===== config.mk =====
export PLATFORM = sky130hd
export DESIGN_NAME = uart_brk_rx
export DESIGN_NICKNAME = d
export VERILOG_FILES = /design/src/rtl/uart_rx_pkg.sv /design/src/rtl/rx_sync.sv /design/src/rtl/rx_frame.sv /design/src/rtl/rx_char_eval.sv /design/src/rtl/rx_hold.sv /design/src/rtl/uart_brk_rx.sv
export SDC_FILE = /design/constraint.sdc
export NUM_CORES = 1
export LEC_CHECK = 0
export CORE_ASPECT_RATIO = 1.2
export CORE_MARGIN = 2
export CORE_UTILIZATION = 54
export DETAILED_ROUTE_END_ITERATION = 16
export PLACE_DENSITY = 0.8
export SYNTH_ARGS = -nofsm -noshare
export SYNTH_HDL_FRONTEND = slang
export SYNTH_SLANG_ARGS = --single-unit

===== constraint.sdc =====
create_clock -name clk -period 2.55 [get_ports clk]
set_clock_uncertainty 0.05 [all_clocks]
set_input_delay 0.255 -clock clk [delete_from_list [all_inputs] [get_ports clk]]
set_output_delay 0.255 -clock clk [all_outputs]
set_load 0.05 [all_outputs]

===== src/rtl/uart_rx_pkg.sv =====
package uart_rx_pkg;
  typedef enum logic [2:0] {
    PAR_NONE = 3'd0,
    PAR_EVEN = 3'd1,
    PAR_ODD  = 3'd2,
    PAR_ZERO = 3'd3,
    PAR_ONE  = 3'd4
  } par_mode_e;

  typedef enum logic [2:0] {
    RX_IDLE,
    RX_START,
    RX_DATA,
    RX_PAR,
    RX_STOP,
    RX_FHALF,
    RX_BRK
  } rx_state_e;
endpackage


===== src/rtl/rx_sync.sv =====
module rx_sync #(
  parameter int STAGES = 2
) (
  input  logic clk,
  input  logic rst_n,
  input  logic din,
  output logic dout
);
  logic [STAGES-1:0] pipe;

  always_ff @(posedge clk or negedge rst_n) begin
    if (!rst_n) pipe <= '1;
    else        pipe <= {pipe[STAGES-2:0], din};
  end

  assign dout = pipe[STAGES-1];
endmodule


===== src/rtl/rx_frame.sv =====
module rx_frame
  import uart_rx_pkg::*;
#(
  parameter int DW      = 8,
  parameter int OVS     = 16,
  parameter int MIN_LEN = 5,
  parameter int LENW    = 2
) (
  input  logic            clk,
  input  logic            rst_n,
  input  logic            tick,
  input  logic            line,
  input  logic [LENW-1:0] cfg_len,
  input  logic            par_en,
  output logic            done,
  output logic [DW-1:0]   data,
  output logic            pbit,
  output logic            ferr,
  output logic            brk_begin,
  output logic            brk_over
);
  localparam int CW   = $clog2(OVS);
  localparam int BW   = $clog2(DW);
  localparam int HALF = OVS / 2;

  rx_state_e       state;
  logic [CW-1:0]   cnt;
  logic [BW-1:0]   bidx;
  logic [BW-1:0]   last_idx;
  logic            full_bit;
  logic            half_bit;

  assign last_idx = BW'(MIN_LEN - 1) + BW'(cfg_len);
  assign full_bit = (cnt == CW'(OVS - 1));
  assign half_bit = (cnt == CW'(HALF - 1));

  always_ff @(posedge clk or negedge rst_n) begin
    if (!rst_n) begin
      state     <= RX_IDLE;
      cnt       <= '0;
      bidx      <= '0;
      data      <= '0;
      pbit      <= 1'b0;
      ferr      <= 1'b0;
      done      <= 1'b0;
      brk_begin <= 1'b0;
      brk_over  <= 1'b0;
    end else begin
      done      <= 1'b0;
      brk_begin <= 1'b0;
      brk_over  <= 1'b0;
      if (tick) begin
        case (state)
          RX_IDLE: begin
            if (!line) begin
              state <= RX_START;
              cnt   <= '0;
            end
          end
          RX_START: begin
            if (half_bit) begin
              cnt <= '0;
              if (line) begin
                state <= RX_IDLE;
              end else begin
                state <= RX_DATA;
                bidx  <= '0;
                data  <= '0;
                pbit  <= 1'b0;
              end
            end else begin
              cnt <= cnt + 1'b1;
            end
          end
          RX_DATA: begin
            if (full_bit) begin
              cnt        <= '0;
              data[bidx] <= line;
              if (bidx == last_idx) state <= par_en ? RX_PAR : RX_STOP;
              else                  bidx  <= bidx + 1'b1;
            end else begin
              cnt <= cnt + 1'b1;
            end
          end
          RX_PAR: begin
            if (full_bit) begin
              cnt   <= '0;
              pbit  <= line;
              state <= RX_STOP;
            end else begin
              cnt <= cnt + 1'b1;
            end
          end
          RX_STOP: begin
            if (full_bit) begin
              cnt <= '0;
              if (line) begin
                done  <= 1'b1;
                ferr  <= 1'b0;
                state <= RX_IDLE;
              end else if ((data == '0) && !(par_en && pbit)) begin
                brk_begin <= 1'b1;
                state     <= RX_BRK;
              end else begin
                done  <= 1'b1;
                ferr  <= 1'b1;
                state <= RX_FHALF;
              end
            end else begin
              cnt <= cnt + 1'b1;
            end
          end
          RX_FHALF: begin
            if (half_bit) begin
              cnt   <= '0;
              state <= RX_IDLE;
            end else begin
              cnt <= cnt + 1'b1;
            end
          end
          RX_BRK: begin
            if (line) begin
              brk_over <= 1'b1;
              state    <= RX_IDLE;
            end
          end
          default: state <= RX_IDLE;
        endcase
      end
    end
  end
endmodule


===== src/rtl/rx_char_eval.sv =====
module rx_char_eval
  import uart_rx_pkg::*;
#(
  parameter int DW      = 8,
  parameter int MIN_LEN = 5,
  parameter int LENW    = 2
) (
  input  logic [DW-1:0]   data,
  input  logic            pbit,
  input  logic [LENW-1:0] cfg_len,
  input  logic [2:0]      cfg_parity,
  input  logic [DW-1:0]   cfg_cmp,
  output logic            par_en,
  output logic            perr,
  output logic            match
);
  logic [DW-1:0] mask;
  logic          ones;

  for (genvar g = 0; g < DW; g++) begin : g_mask
    assign mask[g] = (32'(g) < (32'(MIN_LEN) + 32'(cfg_len)));
  end

  assign ones  = ^(data & mask);
  assign match = (((data ^ cfg_cmp) & mask) == '0);

  always_comb begin
    par_en = 1'b1;
    perr   = 1'b0;
    case (cfg_parity)
      PAR_EVEN: perr = ones ^ pbit;
      PAR_ODD:  perr = ~(ones ^ pbit);
      PAR_ZERO: perr = pbit;
      PAR_ONE:  perr = ~pbit;
      default:  par_en = 1'b0;
    endcase
  end
endmodule


===== src/rtl/rx_hold.sv =====
module rx_hold #(
  parameter int W = 11
) (
  input  logic         clk,
  input  logic         rst_n,
  input  logic         in_valid,
  input  logic [W-1:0] in_word,
  output logic         out_valid,
  input  logic         out_ready,
  output logic [W-1:0] out_word,
  output logic         drop
);
  always_ff @(posedge clk or negedge rst_n) begin
    if (!rst_n) begin
      out_valid <= 1'b0;
      out_word  <= '0;
      drop      <= 1'b0;
    end else begin
      drop <= 1'b0;
      if (in_valid) begin
        if (out_valid && !out_ready) begin
          drop <= 1'b1;
        end else begin
          out_valid <= 1'b1;
          out_word  <= in_word;
        end
      end else if (out_valid && out_ready) begin
        out_valid <= 1'b0;
      end
    end
  end
endmodule


===== src/rtl/uart_brk_rx.sv =====
module uart_brk_rx
  import uart_rx_pkg::*;
#(
  parameter int DW      = 8,
  parameter int OVS     = 16,
  parameter int MIN_LEN = 5,
  parameter int LENW    = 2,
  parameter int SYNC    = 2
) (
  input  logic            clk,
  input  logic            rst_n,
  input  logic            tick16,
  input  logic            rxd,
  input  logic [LENW-1:0] cfg_len,
  input  logic [2:0]      cfg_parity,
  input  logic [DW-1:0]   cfg_cmp,
  output logic            ch_valid,
  input  logic            ch_ready,
  output logic [DW-1:0]   ch_data,
  output logic            ch_perr,
  output logic            ch_ferr,
  output logic            ch_match,
  output logic            overrun,
  output logic            brk_begin,
  output logic            brk_over
);
  localparam int WW = DW + 3;

  logic          line_s;
  logic          par_en;
  logic          f_done;
  logic [DW-1:0] f_data;
  logic          f_pbit;
  logic          f_ferr;
  logic          e_perr;
  logic          e_match;
  logic [WW-1:0] held;

  rx_sync #(.STAGES(SYNC)) u_sync (
    .clk  (clk),
    .rst_n(rst_n),
    .din  (rxd),
    .dout (line_s)
  );

  rx_frame #(.DW(DW), .OVS(OVS), .MIN_LEN(MIN_LEN), .LENW(LENW)) u_frame (
    .clk      (clk),
    .rst_n    (rst_n),
    .tick     (tick16),
    .line     (line_s),
    .cfg_len  (cfg_len),
    .par_en   (par_en),
    .done     (f_done),
    .data     (f_data),
    .pbit     (f_pbit),
    .ferr     (f_ferr),
    .brk_begin(brk_begin),
    .brk_over (brk_over)
  );

  rx_char_eval #(.DW(DW), .MIN_LEN(MIN_LEN), .LENW(LENW)) u_eval (
    .data      (f_data),
    .pbit      (f_pbit),
    .cfg_len   (cfg_len),
    .cfg_parity(cfg_parity),
    .cfg_cmp   (cfg_cmp),
    .par_en    (par_en),
    .perr      (e_perr),
    .match     (e_match)
  );

  rx_hold #(.W(WW)) u_hold (
    .clk      (clk),
    .rst_n    (rst_n),
    .in_valid (f_done),
    .in_word  ({e_match, f_ferr, e_perr, f_data}),
    .out_valid(ch_valid),
    .out_ready(ch_ready),
    .out_word (held),
    .drop     (overrun)
  );

  assign ch_data  = held[DW-1:0];
  assign ch_perr  = held[DW];
  assign ch_ferr  = held[DW+1];
  assign ch_match = held[DW+2];
endmodule


======== After elaboration in Yosys (flattened, before gate mapping) ========
Index checks and enable logic that the tools add are counted.
storage, ports and cells
  memories kept ........................... 0
  bits in latches ......................... 0
  output and inout port bits .............. 15
  bits in writable memories ............... 0
  bits in registers ....................... 38
  memory bits (read-only) ................. 0
cells by class
  reductions and logical operators ........ 26
  mux-type cells .......................... 55
  bitwise logic cells ..................... 7
  equality and inequality tests ........... 25
  add/sub/neg operators ................... 4
  order comparisons ....................... 10
  divide/modulo/power cells ............... 0
  shifts and indexed selects .............. 0
  multiply operators ...................... 0
operators with widths
  kind                   count
  $lt A3 B32 Y1 const A  4
  $lt A2 B32 Y1 const A  2
  $mux W3                14
  $lt A1 B32 Y1 const A  1
  $mux W1                25
  $mux W8                3
  $pmux W3 S7            1
  $and A8 B8 Y8          2
  $logic_not A8 Y1       2
  $pmux W8 S2            1
  $eq A3 B2 Y1 const B   4
  $eq A3 B3 Y1 const B   4
  $mux W4                3
  $ne A2 B1 Y1 const B   6
  $ne A2 B2 Y1 const B   6
  $pmux W4 S3            1
  $reduce_and A5 Y1      2
  $reduce_and A9 Y1      1
  $bwmux W8              1
  $reduce_xor A8 Y1      1
  $xor A8 B8 Y8          1
  $eq A3 B1 Y1 const B   2
  $pmux W3 S2            1
  $reduce_and A6 Y1      1
  other kinds (27)       38

======== Depth between registers and ports, before layout ========
Gate-level depths: netlist (run 1).
  depth after elaboration ................. 11
  mapped depth ............................ 7
  mapped depth without buffers ............ 7

======== Hierarchy ========
Synthesis (run 1) repeated with hierarchy kept, for this count alone.
unflattened totals
  cell total of the unflattened synthesis .. 212
  area, all modules ....................... 2214.6 sq um
by module, submodules not included
  module        sequential area each (sq um)  cells an instance  instances  area an instance (sq um)
  rx_frame      575.6                         148                1          1371.3
  rx_hold       325.3                         30                 1          543.0
  rx_char_eval  0.0                           32                 1          247.7
  rx_sync       52.6                          2                  1          52.6

======== Worst setup path before layout (run 1) ========
OpenSTA, ideal clock, no wires.
  path type ............................... register -> register
  start point ............................. register u_frame.cnt[3]
  end point ............................... register u_frame.data[1]
  cell stages (with the launch flop) ...... 7
  required time ........................... 2366 ps
  slack ................................... 760 ps
  data arrival time ....................... 1606 ps
  setup time .............................. 134 ps
  period minus slack after synthesis ...... 1790 ps
  path through ............................ dfrtp_1 -> buf_6 -> or4b_4 -> a21o_1 -> clkbuf_1 -> o21ai_0 -> o31ai_1
between the ends
  word-level cells in the longest chain between the ends .. 3
ends and longest elaborated chain
  what                                          line                            text
  from (decl)                                   rx_frame.sv:27                  logic [CW-1:0] cnt;
  from (signal assigned)                        rx_frame.sv:72                  cnt <= cnt + 1'b1;
  from (signal assigned)                        rx_frame.sv:82                  cnt <= cnt + 1'b1;
  from (signal assigned)                        rx_frame.sv:91                  cnt <= cnt + 1'b1;
  $eq A4 B4 Y1 or $eq A4 B3 Y1 (tied branches)  rx_frame.sv:34, rx_frame.sv:35
  $ne A2 B1 Y1 (no line)                        --
  $reduce_and A5 Y1 (no line) (*)               --
  to (signal, indexed assignment)               rx_frame.sv:78                  data[bidx] <= line;
  to (decl)                                     rx_frame.sv:16                  output logic [DW-1:0] data,
Every way passes the cells marked *; elsewhere a longest branch is shown, timed or not.
A chain may end at the register's enable or synchronous reset.

======== Worst setup path in the final report (run 1) ========
  start point ............................. register u_frame.state[0]
  end point ............................... register u_frame.data[4]
between the ends
  word-level cells in the longest chain between the ends .. 3
ends and longest elaborated chain
  what                                                  line            text
  from (decl)                                           rx_frame.sv:26  rx_state_e state;
  from (signal assigned)                                rx_frame.sv:79  if (bidx == last_idx) state <= par_en ? RX_PAR : RX_STOP;
  $eq A3 B2 Y1 or $eq A3 B1 Y1 (tied branches)          rx_frame.sv:53  case (state)
  $ne A2 B1 Y1 (no line), or another cell as far along  --
  $reduce_and A5 Y1 (no line)                           --
Parallel ways exist; a longest one is shown, timed or not.

==> metrics.txt, run 1 <==
commonest cells after routing, fill and taps aside dfrtp_1, clkdlybuf4s50_1, o21ai_0; Max-slew headroom 44.2%; Setup violations, final 0; Detailed Place HPWL 3.39 mm; gr ovfl total 0; die height 74.5 um; highest clock rate 0.474 GHz; Avg Cell Area, Syn 9.24 um^2; Die Wd 62.7 um; number of flops mapped to enable cells by yosys 0; Crit. path cell count 5; CTS tree built; Worst Setup Slack, final 0.442 ns; CP max stage delay 0.62 ns; layout cells sized above 1 9.63%; Reg2Reg Setup Slack between 0.4 and 0.5 ns; DR vias approximately 1900; Core Region between 3000 and 4000 um^2; pre-CTS setup slack a little under 0.5 ns; Max H-tree Level 2; total power around 1.9 mW; Final #Nets 291; Layout fillers 333; Critical Path Fanout Max 15; Power Dens Cells 695 nW/um^2; Synth Flop Type dfrtp_1; multi-input logic area about 1200 um^2; RePlAce Congestion 0.824; Post-CTS Hold Buffers 0; WHS 0.00236 ns; row cnt 25; DRC 0; Startpoint Class flip-flop; maximum VDD drop 0.000453 V; sequential share of the synthesized area 42.6%; CP Class reg -> reg; most common cell after layout, fill and taps aside dfrtp_1; Post-DRT Antenna Nets 0; setup TNS 0 ns; worst slew pin tran ~0.84 ns; Synth cell types between 50 and 60; post-synth net total 264; Total GRT Usage 22.3%; full die area 4670 um^2; iteration-0 DRC count of the detailed router 107; I/O Pins 33; CTS resizes 0; unrepaired setup endpoints after global routing no; r2r worst-path depth 5; CP Capture Point u_frame.data[4]; Via density 5.76; drt pass-1 iters 4; max-cap viol count 0; post-CTS setup buffer count 0; Synth Cell Area 2240 um^2; vias in the first global route ~1800; status complete, no violations; drt total wl ~4.7 mm; CTS root buffer clkbuf_8; clock slew at reported path FFs 0.08 ns; clock tree sinks 38; Syn Inst Count 242; Final Cell Area approximately 2700 um^2; clock latency on the worst-skew pair around 0.3 ns; IO Port Bufs 32; Critical Path End Type flip-flop; Min-Delay Path Class in -> async; crit path cell chain or4b_4 > a21o_1 > nor2_4 > nand2_2 > o31ai_1; Layout area overhead 20.8%; area after detailed placement around 2600 um^2; reg-to-reg endpoint u_frame.data[4]; CP max stage cell dfrtp_1; initial antenna violation count 0; Sequential Area about 950 um^2; worst-case clock buffer depth 2; Synth async-reset ratio 100%; minimum clock period 2.11 ns; Fin. Hold Viols 0; Final Cycle Share between 80% and 90%; ant diodes 0; worst path bufs/invs 0; initial cell density of the core 56.3%; LEAKAGE ~1.1 nW; kind of cell adding the most delay to the critical path simple AND/OR/NAND/NOR gates; CTS buffer count 5; Synth Register Bits 38; Critical Path Source u_frame.state[0]; first-pass GRT wire length 8.16 mm; Worst EP required between 2 and 3 ns; Critical R2R Launch u_frame.state[0]; yosys warns 0; Critical Path AT 2.25 ns; largest net degree at the start of global routing 39; final max-slew violation count 0; wire per inst 14.6 um
[cell families (layout without fill, tap and decap cells)]
| logic type | count (synthesis) | after routing | share of synthesized area (%) |
|---|---|---|---|
| DFF | 38 | 38 | 42.6 |
| buffers and inverters | 27 | 55 | 5.43 |
| muxes | 8 | 8 | 3.86 |
| and+or+nand+nor | 76 | 76 | 18.7 |
| xor gates and xnor gates | 16 | 16 | 6.27 |
| adders and majority gates | 4 | 4 | 2.24 |
| AOI/OAI and AO/OA | 73 | 73 | 20.8 |
[layer usage]
metal,GRT usage (%),wire length [um]
met5,0,0
met4,9.63,89
met3,4.69,179
met2,37.8,2330
met1,28.1,2140
[state kept, by name, summed over array words and instances (netlist names)]
name and cells:
u_frame.bidx 3, u_frame.brk_begin 1, u_frame.brk_over 1, u_frame.cnt 4
u_frame.data 8, u_frame.done 1, u_frame.ferr 1, u_frame.pbit 1
u_frame.state 3, u_hold.drop 1, u_hold.out_valid 1, u_hold.out_word 11
u_sync.pipe 2
[cell type report]
| class | instances | area share (%) |
|---|---|---|
| Multi-Input combinational cell | 177 | 43.0 |
| Sequential cell | 38 | 35.3 |
| Timing Repair Buffer | 33 | 12.0 |
| Clock buffer | 6 | 3.06 |
| Tap cell | 54 | 2.50 |
| Clock inverter | 2 | 2.22 |
| Inverter | 14 | 1.95 |
[worst register-to-register path, cell delays in order, from the launching register on]
cell     delay, ns
dfrtp_1       0.62
or4b_4        0.52
a21o_1        0.28
nor2_4        0.16
nand2_2       0.12
o31ai_1       0.26
[through the flow]
| stage | util (%) | instances |
|---|---|---|
| finish | 68.0 | 324 |
| global route | 68.0 | 324 |
| CTS | 68.0 | 324 |
| detailed placement | 64.4 | 316 |
| global placement | 64.4 | 316 |
| floorplan | - | 242 |
[synthesized netlist by cell type (all sizes together), types with 3 or more instances]
| cell | instances | area (um^2) |
|---|---|---|
| dfrtp | 36 | 901 |
| nand3 | 8 | 40.0 |
| mux2i | 3 | 30.0 |
| xnor2 | 10 | 87.6 |
| inv | 14 | 52.6 |
| ha | 4 | 50.1 |
| o21ai | 24 | 120 |
| nor2 | 12 | 52.6 |
| clkbuf | 8 | 31.3 |
| or3 | 3 | 18.8 |
| nor2b | 4 | 25.0 |
| a31oi | 5 | 31.3 |
| nand3b | 3 | 22.5 |
| o31ai | 9 | 67.6 |
| nand2b | 6 | 37.5 |
| a21oi | 15 | 75.1 |
| mux2 | 5 | 56.3 |
| nor4 | 3 | 25.0 |
| xor2 | 6 | 52.6 |
| nand2 | 21 | 81.3 |
| buf | 5 | 37.5 |
| nor3 | 6 | 30.0 |
[where the power goes]
| group | switching [mW] | internal (mW) | leakage [nW] |
|---|---|---|---|
| combinational | 0.246 | 0.220 | 0.554 |
| sequential | 0.117 | 0.656 | 0.512 |
| clock | 0.222 | 0.417 | 0.0714 |
| total | 0.585 | 1.29 | 1.14 |
[how the worst min path moves through the flow]
| stage | to | slack [ns] | start | depth (start not counted) |
|---|---|---|---|---|
| final | u_frame.state[2] | 0.002 | rst_n | 1 |
| after global routing | u_hold.drop | 0.08 | rst_n | 1 |
| after CTS | u_hold.drop | 0.03 | rst_n | 1 |
| after detailed placement | u_sync.pipe[1] | 0.30 | u_sync.pipe[0] | 0 |
| after global placement | u_sync.pipe[1] | 0.30 | u_sync.pipe[0] | 0 |
| after floorplan | u_frame.bidx[0] | -0.09 | rst_n | 0 |
(Power assumes the default switching activity.)
==> inputs of run 2 (changes only) <==
Settings changed: CORE_UTILIZATION 54 to 49, PLACE_DENSITY 0.8 to 0.76.
Clock period 2.55 ns to 1.8 ns, I/O delays scaled along.
==> metrics.txt, run 2 (synthesis gave the netlist of run 1 again) <==
status finished with violations; failing checks negative setup slack; worst slew pin tran roughly 0.70 ns; Max-slew headroom 52.6%; drt pass-1 iters 5; maximum VDD drop 0.000720 V; Core Util, Final about three quarters; Detailed Place HPWL between 4 and 5 mm; initial antenna violation count 0; Met2 Routed Length roughly 3.3 mm; worst path bufs/invs 1; Min-Delay Path Class in -> reg; CP max stage cell dfrtp_1; Die Wd between 60 and 70 um; wire per inst 16.3 um; crit path cell chain inv_2 > ha_4 > xnor2_4 > xnor2_2 > xor2_2 > mux2i_1 > a31oi_1; IO Port Bufs 32; Total GRT Usage 24.4%; Final #Nets 350; commonest cells after routing, fill and taps aside buf_4, dfrtp_1, clkdlybuf4s50_1; clock tree sinks 38; DRC 0; WHS Path Cells 1; Worst EP required 1.92 ns; clock slew at reported path FFs 0.08 ns; Via density 5.82; Setup violations, final 2; M1 WL 2.49 mm; largest register by flop count u_hold.out_word; r2r worst-path depth 7; CTS tree built; CTS root buffer clkbuf_8; highest clock rate around 0.53 GHz; vias in the first global route between 2000 and 2500; first-pass GRT wire length between 9 and 10 mm; Critical Path AT 1.99 ns; iteration-0 DRC count of the detailed router 114; Core Region 4330 um^2; Worst Setup Slack, final -0.0708 ns; Startpoint Class flip-flop; Fin. Hold Viols 0; Top Registers u_hold.out_word: 11 flops, u_frame.data: 8 flops, u_frame.cnt: 4 flops; worst-case clock buffer depth 2; initial cell density of the core 51.7%; ant diodes 0; CTS buffer count 5; kind of cell adding the most delay to the critical path XOR/XNOR gates; full die area 5120 um^2; Final Cell Area 3330 um^2; largest net degree at the start of global routing 39; die height slightly below 80 um; gr ovfl total 0; Layout area overhead 48.9%; row cnt 26; Post-DRT Antenna Nets 0; Crit. path cell count 7; Max H-tree Level 2; total power 2.90 mW; LEAKAGE 1.45 nW; max-cap viol count 0; CP Class reg -> reg; I/O Pins 33; drt total wl 6.26 mm; clock latency on the worst-skew pair 0.29 ns; most common cell after layout, fill and taps aside buf_4; met3 wire length around 320 um; Critical Path End Type flip-flop; RePlAce Congestion approximately 0.82; Power Dens Cells a little under 900 nW/um^2; DR vias ~2200; area after detailed placement between 2000 and 3000 um^2; max FFs per register 11; CP max stage delay 0.40 ns; Critical Path Fanout Max 3; final max-slew violation count 0; Top Layer Used met4; layout cells sized above 1 approximately 34%; Final Cycle Share 104%; minimum clock period 1.87 ns; unrepaired setup endpoints after global routing yes
==> run 2: final timing paths <==
check	start	to	slack, ns
worst min-delay path	rxd	u_sync.pipe[0]	0.24
worst min register to register	u_sync.pipe[0]	u_sync.pipe[1]	0.31
min in group asynchronous	rst_n	u_frame.brk_over	0.43
worst max-delay path	u_frame.data[0]	u_hold.out_word[8]	-0.07
worst max register to register	u_frame.data[0]	u_hold.out_word[8]	-0.07
max in group asynchronous	rst_n	u_frame.state[2]	0.92
==> run 2: layout make-up <==
type	instances	area [um^2]
multi-input combinational	177	1370
sequential	38	955
clock buffer	7	86.3
tap	56	70.1
timing repair buffer	92	787
inverter	14	52.6
fill	276	998
clock inverter	1	5.00
==> run 2: what timing repair did <==
action,in CTS,in global routing
pin swaps,9,17
hold buffers,1,0
gates cloned,0,0
setup buffers,5,5
endpoints found under the hold margin,36,0
resized for setup,19,34
setup endpoints to repair,9,19
==> run 2: layer usage <==
layer	track usage (%)	vias up
li1	-	1042
met1	29.2	1100
met2	41.7	78
met3	5.51	21
met4	9.79	0
met5	0	-
==> run 2: where the power goes <==
part	total [mW]	internal, mW	switching [mW]
Clock	0.617	0.309	0.308
Combinational	1.27	0.648	0.623
Sequential	1.01	0.932	0.0804
Total	2.90	1.89	1.01
==> run 2: per-stage QoR <==
step,hold slack [ns],setup WS [ns],TNS [ns],std cells
floorplan,-0.166,0.00994,0,242
global placement,0.205,-0.0183,-0.0244,367
detailed placement,0.207,-0.102,-0.208,367
CTS,0.237,-0.0224,-0.0224,381
global route,0.232,-0.148,-0.420,385
finish,0.238,-0.0708,-0.113,385
